$ cat config.mk
export PLATFORM = sky130hd
export DESIGN_NAME = pwm_audio_dac
export DESIGN_NICKNAME = d
export VERILOG_FILES = /design/src/rtl/pwm_dac_pkg.sv /design/src/rtl/pwm_dac_regs.sv /design/src/rtl/pwm_dac_timebase.sv /design/src/rtl/pwm_dac_chan.sv /design/src/rtl/pwm_audio_dac.sv
export SDC_FILE = /design/constraint.sdc
export NUM_CORES = 1
export LEC_CHECK = 0
export CAP_MARGIN = 20
export CORE_AREA = 2 2 137 112
export DETAILED_ROUTE_END_ITERATION = 8
export DIE_AREA = 0 0 139 114
export PLACE_DENSITY_LB_ADDON = 0.12
export SYNTH_ARGS = -nofsm -noshare
export SYNTH_HDL_FRONTEND = slang
export SYNTH_SLANG_ARGS = --single-unit
export TNS_END_PERCENT = 1
$ cat constraint.sdc
create_clock -name clk -period 4.6 [get_ports clk]
set_input_delay 1.38 -clock clk [delete_from_list [all_inputs] [get_ports clk]]
set_output_delay 1.38 -clock clk [all_outputs]
set_load 0.02 [all_outputs]
$ cat src/rtl/pwm_dac_pkg.sv
package pwm_dac_pkg;

  localparam int CTRL_W  = 19;
  localparam int REP_W   = 9;
  localparam int SHIFT_W = 3;

  typedef enum logic [1:0] {
    ALIGN_LEFT   = 2'd0,
    ALIGN_RIGHT  = 2'd1,
    ALIGN_CENTRE = 2'd2
  } align_e;

  // Field order matches the control word bit positions, MSB first.
  typedef struct packed {
    logic               mono;
    logic [SHIFT_W-1:0] pre_shift;
    logic               msb_flip;
    logic               swap_lr;
    logic [REP_W-1:0]   rep_m1;
    logic [1:0]         align;
    logic               hi_res;
    logic               run;
  } ctrl_t;

endpackage

$ cat src/rtl/pwm_dac_regs.sv
module pwm_dac_regs
  import pwm_dac_pkg::*;
#(
  parameter int SMP_W  = 16,
  parameter int DATA_W = 32,
  parameter int ADDR_W = 3
) (
  input  logic              clk,
  input  logic              rst_n,
  input  logic              wr_en,
  input  logic [ADDR_W-1:0] wr_addr,
  input  logic [DATA_W-1:0] wr_data,
  input  logic              fetch,
  output ctrl_t             ctrl,
  output logic [SMP_W-1:0]  act_l,
  output logic [SMP_W-1:0]  act_r,
  output logic              hold_full,
  output logic              underrun
);

  localparam logic [ADDR_W-1:0] SMP_OFS  = ADDR_W'(0);
  localparam logic [ADDR_W-1:0] CTRL_OFS = ADDR_W'(4);

  ctrl_t            ctrl_q, ctrl_nxt;
  logic [SMP_W-1:0] hold_l_q, hold_r_q, hold_l_nxt, hold_r_nxt;
  logic [SMP_W-1:0] act_l_q, act_r_q, act_l_nxt, act_r_nxt;
  logic             full_q, full_nxt;
  logic             urun_q, urun_nxt;
  logic             ctrl_we, smp_we, take;

  assign ctrl_we = wr_en && (wr_addr == CTRL_OFS);
  assign smp_we  = wr_en && (wr_addr == SMP_OFS);
  assign take    = fetch && full_q;

  always_comb begin
    ctrl_nxt   = ctrl_q;
    hold_l_nxt = hold_l_q;
    hold_r_nxt = hold_r_q;
    act_l_nxt  = act_l_q;
    act_r_nxt  = act_r_q;
    full_nxt   = full_q;
    urun_nxt   = urun_q;
    if (ctrl_we) ctrl_nxt = ctrl_t'(wr_data[CTRL_W-1:0]);
    if (take) begin
      act_l_nxt = hold_l_q;
      act_r_nxt = hold_r_q;
      full_nxt  = 1'b0;
    end
    if (smp_we) begin
      hold_l_nxt = wr_data[SMP_W-1:0];
      hold_r_nxt = ctrl_q.mono ? wr_data[SMP_W-1:0] : wr_data[2*SMP_W-1:SMP_W];
      full_nxt   = 1'b1;
    end
    if (fetch) urun_nxt = ~full_q;
  end

  always_ff @(posedge clk or negedge rst_n) begin
    if (!rst_n) begin
      ctrl_q   <= '0;
      hold_l_q <= '0;
      hold_r_q <= '0;
      act_l_q  <= '0;
      act_r_q  <= '0;
      full_q   <= 1'b0;
      urun_q   <= 1'b0;
    end else begin
      if (ctrl_we) ctrl_q <= ctrl_nxt;
      if (smp_we) begin
        hold_l_q <= hold_l_nxt;
        hold_r_q <= hold_r_nxt;
      end
      if (take) begin
        act_l_q <= act_l_nxt;
        act_r_q <= act_r_nxt;
      end
      full_q <= full_nxt;
      urun_q <= urun_nxt;
    end
  end

  assign ctrl      = ctrl_q;
  assign act_l     = act_l_q;
  assign act_r     = act_r_q;
  assign hold_full = full_q;
  assign underrun  = urun_q;

endmodule

$ cat src/rtl/pwm_dac_timebase.sv
module pwm_dac_timebase #(
  parameter int LO_RES = 8,
  parameter int HI_RES = 10,
  parameter int REP_W  = 9
) (
  input  logic              clk,
  input  logic              rst_n,
  input  logic              run,
  input  logic              hi_res,
  input  logic [REP_W-1:0]  rep_m1,
  output logic [HI_RES-1:0] cnt,
  output logic              fetch
);

  localparam logic [HI_RES-1:0] LAST_LO = HI_RES'((1 << LO_RES) - 1);
  localparam logic [HI_RES-1:0] LAST_HI = HI_RES'((1 << HI_RES) - 1);

  logic [HI_RES-1:0] cnt_q, cnt_nxt, last_val;
  logic [REP_W-1:0]  rep_q, rep_nxt;
  logic              at_end, rep_done;

  assign last_val = hi_res ? LAST_HI : LAST_LO;
  // ">=" lets a resolution change mid-period wrap cleanly
  assign at_end   = (cnt_q >= last_val);
  assign rep_done = (rep_q >= rep_m1);

  always_comb begin
    cnt_nxt = cnt_q + 1'b1;
    rep_nxt = rep_q;
    if (!run) begin
      cnt_nxt = '0;
      rep_nxt = '0;
    end else if (at_end) begin
      cnt_nxt = '0;
      rep_nxt = rep_done ? '0 : rep_q + 1'b1;
    end
  end

  always_ff @(posedge clk or negedge rst_n) begin
    if (!rst_n) begin
      cnt_q <= '0;
      rep_q <= '0;
    end else begin
      cnt_q <= cnt_nxt;
      rep_q <= rep_nxt;
    end
  end

  assign cnt   = cnt_q;
  assign fetch = run && at_end && rep_done;

endmodule

$ cat src/rtl/pwm_dac_chan.sv
module pwm_dac_chan
  import pwm_dac_pkg::*;
#(
  parameter int SMP_W  = 16,
  parameter int LO_RES = 8,
  parameter int HI_RES = 10
) (
  input  logic               clk,
  input  logic               rst_n,
  input  logic               run,
  input  logic [SMP_W-1:0]   sample,
  input  logic               msb_flip,
  input  logic [SHIFT_W-1:0] pre_shift,
  input  logic               hi_res,
  input  logic [1:0]         align,
  input  logic [HI_RES-1:0]  cnt,
  output logic               pwm
);

  localparam int EW = HI_RES + 1;
  localparam logic [EW-1:0] PLEN_LO = EW'(1 << LO_RES);
  localparam logic [EW-1:0] PLEN_HI = EW'(1 << HI_RES);

  logic [SMP_W-1:0] conv, shifted;
  logic [EW-1:0]    duty, plen, half, cnt_e, tri_pos;
  logic             pwm_q, pwm_nxt;

  always_comb begin
    conv    = sample ^ {msb_flip, {(SMP_W-1){1'b0}}};
    shifted = conv << pre_shift;
    if (hi_res) duty = EW'(shifted[SMP_W-1 -: HI_RES]);
    else        duty = EW'(shifted[SMP_W-1 -: LO_RES]);
    plen    = hi_res ? PLEN_HI : PLEN_LO;
    half    = plen >> 1;
    cnt_e   = EW'(cnt);
    tri_pos = (cnt_e < half) ? cnt_e : (plen - 1'b1 - cnt_e);
    case (align_e'(align))
      ALIGN_RIGHT:  pwm_nxt = (cnt_e >= (plen - duty));
      ALIGN_CENTRE: pwm_nxt = (tri_pos >= (half - (duty >> 1)));
      default:      pwm_nxt = (cnt_e < duty);
    endcase
    pwm_nxt = pwm_nxt && run;
  end

  always_ff @(posedge clk or negedge rst_n) begin
    if (!rst_n) pwm_q <= 1'b0;
    else        pwm_q <= pwm_nxt;
  end

  assign pwm = pwm_q;

endmodule

$ cat src/rtl/pwm_audio_dac.sv
module pwm_audio_dac
  import pwm_dac_pkg::*;
#(
  parameter int SMP_W  = 16,
  parameter int DATA_W = 32,
  parameter int ADDR_W = 3,
  parameter int LO_RES = 8,
  parameter int HI_RES = 10
) (
  input  logic              clk,
  input  logic              rst_n,
  input  logic              wr_en,
  input  logic [ADDR_W-1:0] wr_addr,
  input  logic [DATA_W-1:0] wr_data,
  output logic              pwm_left,
  output logic              pwm_right,
  output logic              data_req,
  output logic              underrun
);

  localparam int NCH = 2;

  ctrl_t             ctrl;
  logic [SMP_W-1:0]  act_l, act_r;
  logic [SMP_W-1:0]  chan_smp [NCH];
  logic [NCH-1:0]    chan_pwm;
  logic [HI_RES-1:0] cnt;
  logic              fetch, hold_full;

  pwm_dac_regs #(.SMP_W(SMP_W), .DATA_W(DATA_W), .ADDR_W(ADDR_W)) u_regs (
    .clk(clk), .rst_n(rst_n), .wr_en(wr_en), .wr_addr(wr_addr), .wr_data(wr_data),
    .fetch(fetch), .ctrl(ctrl), .act_l(act_l), .act_r(act_r),
    .hold_full(hold_full), .underrun(underrun)
  );

  pwm_dac_timebase #(.LO_RES(LO_RES), .HI_RES(HI_RES), .REP_W(REP_W)) u_tb (
    .clk(clk), .rst_n(rst_n), .run(ctrl.run), .hi_res(ctrl.hi_res),
    .rep_m1(ctrl.rep_m1), .cnt(cnt), .fetch(fetch)
  );

  assign chan_smp[0] = ctrl.swap_lr ? act_r : act_l;
  assign chan_smp[1] = ctrl.swap_lr ? act_l : act_r;

  for (genvar g = 0; g < NCH; g++) begin : g_chan
    pwm_dac_chan #(.SMP_W(SMP_W), .LO_RES(LO_RES), .HI_RES(HI_RES)) u_chan (
      .clk(clk), .rst_n(rst_n), .run(ctrl.run), .sample(chan_smp[g]),
      .msb_flip(ctrl.msb_flip), .pre_shift(ctrl.pre_shift), .hi_res(ctrl.hi_res),
      .align(ctrl.align), .cnt(cnt), .pwm(chan_pwm[g])
    );
  end

  assign pwm_left  = chan_pwm[0];
  assign pwm_right = chan_pwm[1];
  assign data_req  = ctrl.run && !hold_full;

endmodule

==> reports/qor.csv <==
metric;value;unit
synth.yosys.seq_area_share;0.3107;
synth_cell_types;72;
drt_drc_violations_left;0;
regArea;2656;um^2
drt_iter0_drc;428;
wl_met1;10040;um
status;complete, no violations;
detail_route.vias_per_cell;6.247;
irDropWorstVdd;0.2673;mV
hold-worst-slack;0.5058;ns
h-tree-depth;3;
clk_pin_slew_worst_paths;0.08;ns
worst_pin_slew;1.003;ns
wl_per_cell;20.15;um
min_period;4.322;ns
grt_pass1_wl;33530;um
num-fill-cells;1123;
maxCapViolations;0;
root_buffer;clkbuf_16;
startpoint_type;flip-flop;
synth_top_area_cell;dfrtp_1;
die-height;114;um
slew_headroom;0.3313;
cts_buffer_depth;2;
rrSetupSlack;0.28;ns
worstPathMaxFanout;19;
end_kind;flip-flop;
io_buffers;41;
synth_area_per_cell;10.63;um^2
std_cell_rows;40;
route.met2.wl;9109;um
hold_class;flip-flop to flip-flop;
worstSkewPairLatency;0.37;ns
rsz0062_at_grt;false;
synth_area;8538;um^2
antenna_found_initial;0;
required;4.90;ns
wl_met3;1275;um
min_period_over_period;0.9397;
core-area;14610;um^2
criticalPathCategory;flip-flop to flip-flop;
synthCells;803;
highest_layer;met4;
ys.warnings.count;0;
synthTopCellsByArea;dfrtp_1 31%, ha_1 12%, mux2_2 8.7%;
vias;6491;
synth_seq_cells;106;
setup_viol;0;
drtAntennaViolNets;0;
start_util;0.5842;
fin_util;0.6509;
synthArstFlopShare;1.000;
dieArea;15850;um^2
cts_tree;built;
first_pass_iters;5;
hpwl;16160;um
drive_above_1_share;0.2012;
cts_made_buffers;9;
cp.arrival;4.62;ns
overflow;0;
synth-edff-count;0;
grt_usage;0.2704;
grt_max_degree;80;
fp.dieW;139;um
diodes;0;
hold_viol_final;0;
routed_wl;20930;um
skew;0.01613;ns
grt_pass1_vias;6239;
hold_buffers;0;
areaGrowthSynthToFinish;11.40;%
place_congestion;1.089;
multi_input_area;5572;um^2
ios;42;
layout.cells.non_filler;1039;
finalSetupTns;0;ns
clock_sinks;106;
synth_ff_type;dfrtp_1;
place_inst;1020;
slew_viol_final;0;
synth_top_cell_area_share;0.3107;
p_leak;4.340;nW
p_per_area;350.6;nW/um^2
fmax;231.4;MHz
layout.nets;963;
[routing by layer]
metal / global-route usage / up-vias
met5: 0 / -
met4: 0.09024 / 0
met3: 0.04912 / 31
met2: 0.4076 / 201
met1: 0.3974 / 3199
li1: - / 3060
[cell usage after synthesis (18+ instances only)]
library cell / number
dfrtp_1: 106
ha_1: 80
mux2_2: 66
nand2_1: 60
mux2i_1: 55
a21oi_1: 48
nor2_1: 42
xnor2_1: 35
mux4_2: 32
o21ai_0: 32
inv_1: 29
clkbuf_1: 18
nand2b_1: 18
nand3_1: 18
[area by class of cell]
type                            instances  share of cell area
Clock inverter                          7            0.007103
Multi-Input combinational cell        628              0.5858
Tap cell                              189             0.02486
Timing Repair Buffer                   70             0.06748
Sequential cell                       106              0.2793
Inverter                               30             0.01184
Clock buffer                            9             0.02368
[cell usage in the layout, fill, tap and decap left out, types with 4 or more instances in the layout]
cell type / count
a211oi_1: 5
a21o_1: 9
a21oi_1: 48
a31oi_1: 10
and2_1: 4
and3_1: 13
buf_4: 28
clkbuf_16: 9
clkdlybuf4s50_1: 40
dfrtp_1: 105
ha_1: 79
inv_1: 29
mux2_1: 7
mux2_2: 66
mux2i_1: 54
mux4_2: 32
nand2_1: 60
nand2b_1: 18
nand3_1: 18
nor2_1: 42
nor2b_1: 9
nor3_1: 5
o211ai_1: 5
o21ai_0: 32
xnor2_1: 35
xor2_1: 12
[worst paths after layout]
kind                                     startpoint              endpoint  cells past startpoint
worst max register to register      u_regs.ctrl[13]  g_chan[0].u_chan.pwm                     15
min in group asynchronous                     rst_n      u_regs.act_r[12]                      1
worst max-delay path                u_regs.ctrl[13]  g_chan[0].u_chan.pwm                     15
max in group asynchronous                     rst_n    u_regs.hold_l_q[7]                      2
worst min register to register  u_regs.hold_l_q[12]   u_regs.hold_l_q[12]                      1
worst min-delay path            u_regs.hold_l_q[12]   u_regs.hold_l_q[12]                      1
[registers in the layout, indices dropped and copies added (netlist names)]
register / count
u_regs.ctrl: 19
u_regs.act_l: 16
u_regs.act_r: 16
u_regs.hold_l_q: 16
u_regs.hold_r_q: 16
u_tb.cnt: 10
u_tb.rep_q: 9
g_chan.u_chan.pwm: 2
u_regs.hold_full: 1
u_regs.underrun: 1
[critical path, stage by stage (launching register included)]
cell and delay, ns:
dfrtp_4 0.55, buf_6 0.26, mux4_2 0.55, mux4_2 0.51
mux2i_4 0.28, and4_2 0.33, nand2_1 0.07, xor2_1 0.17
ha_1 0.32, and4_1 0.18, a41oi_1 0.11, o21ai_0 0.09
a211oi_1 0.10, o31a_1 0.32, a311o_1 0.32, a21oi_1 0.11
[stage by stage]
step                total power, W  area, um^2  worst slack (ns)
floorplan                 0.002205        8542            0.6080
global placement          0.002517        9183            0.1787
detailed placement        0.002559        9183           0.09644
CTS                       0.003335        9475           0.05805
global route              0.003568        9512          0.001939
finish                    0.003334        9512            0.2776
[power breakdown]
part / total (W) / switching [W] / leakage (nW) / internal (W)
sequential: 0.00117 / 0.000124 / 1.36 / 0.00104
clock: 0.000764 / 0.000381 / 0.142 / 0.000383
combinational: 0.00140 / 0.000740 / 2.84 / 0.000661
[repair_timing]
item                       4_1_cts  5_1_grt
setup endpoints to repair        0        2
buffers inserted                 0        3
resized for setup                0        5
[logic make-up (layout without fill, tap and decap cells)]
group,after synthesis,count (layout),synth area share
other,1,2,0.0004392
adders and majority gates,80,80,0.1172
AOI/OAI and AO/OA,143,143,0.1089
and+or+nand+nor,190,190,0.1130
xor gates and xnor gates,47,47,0.04821
DFF,106,106,0.3107
muxes,166,166,0.2610
buffers and inverters,70,116,0.04059
No activity file was read; power rests on OpenSTA's default activity.
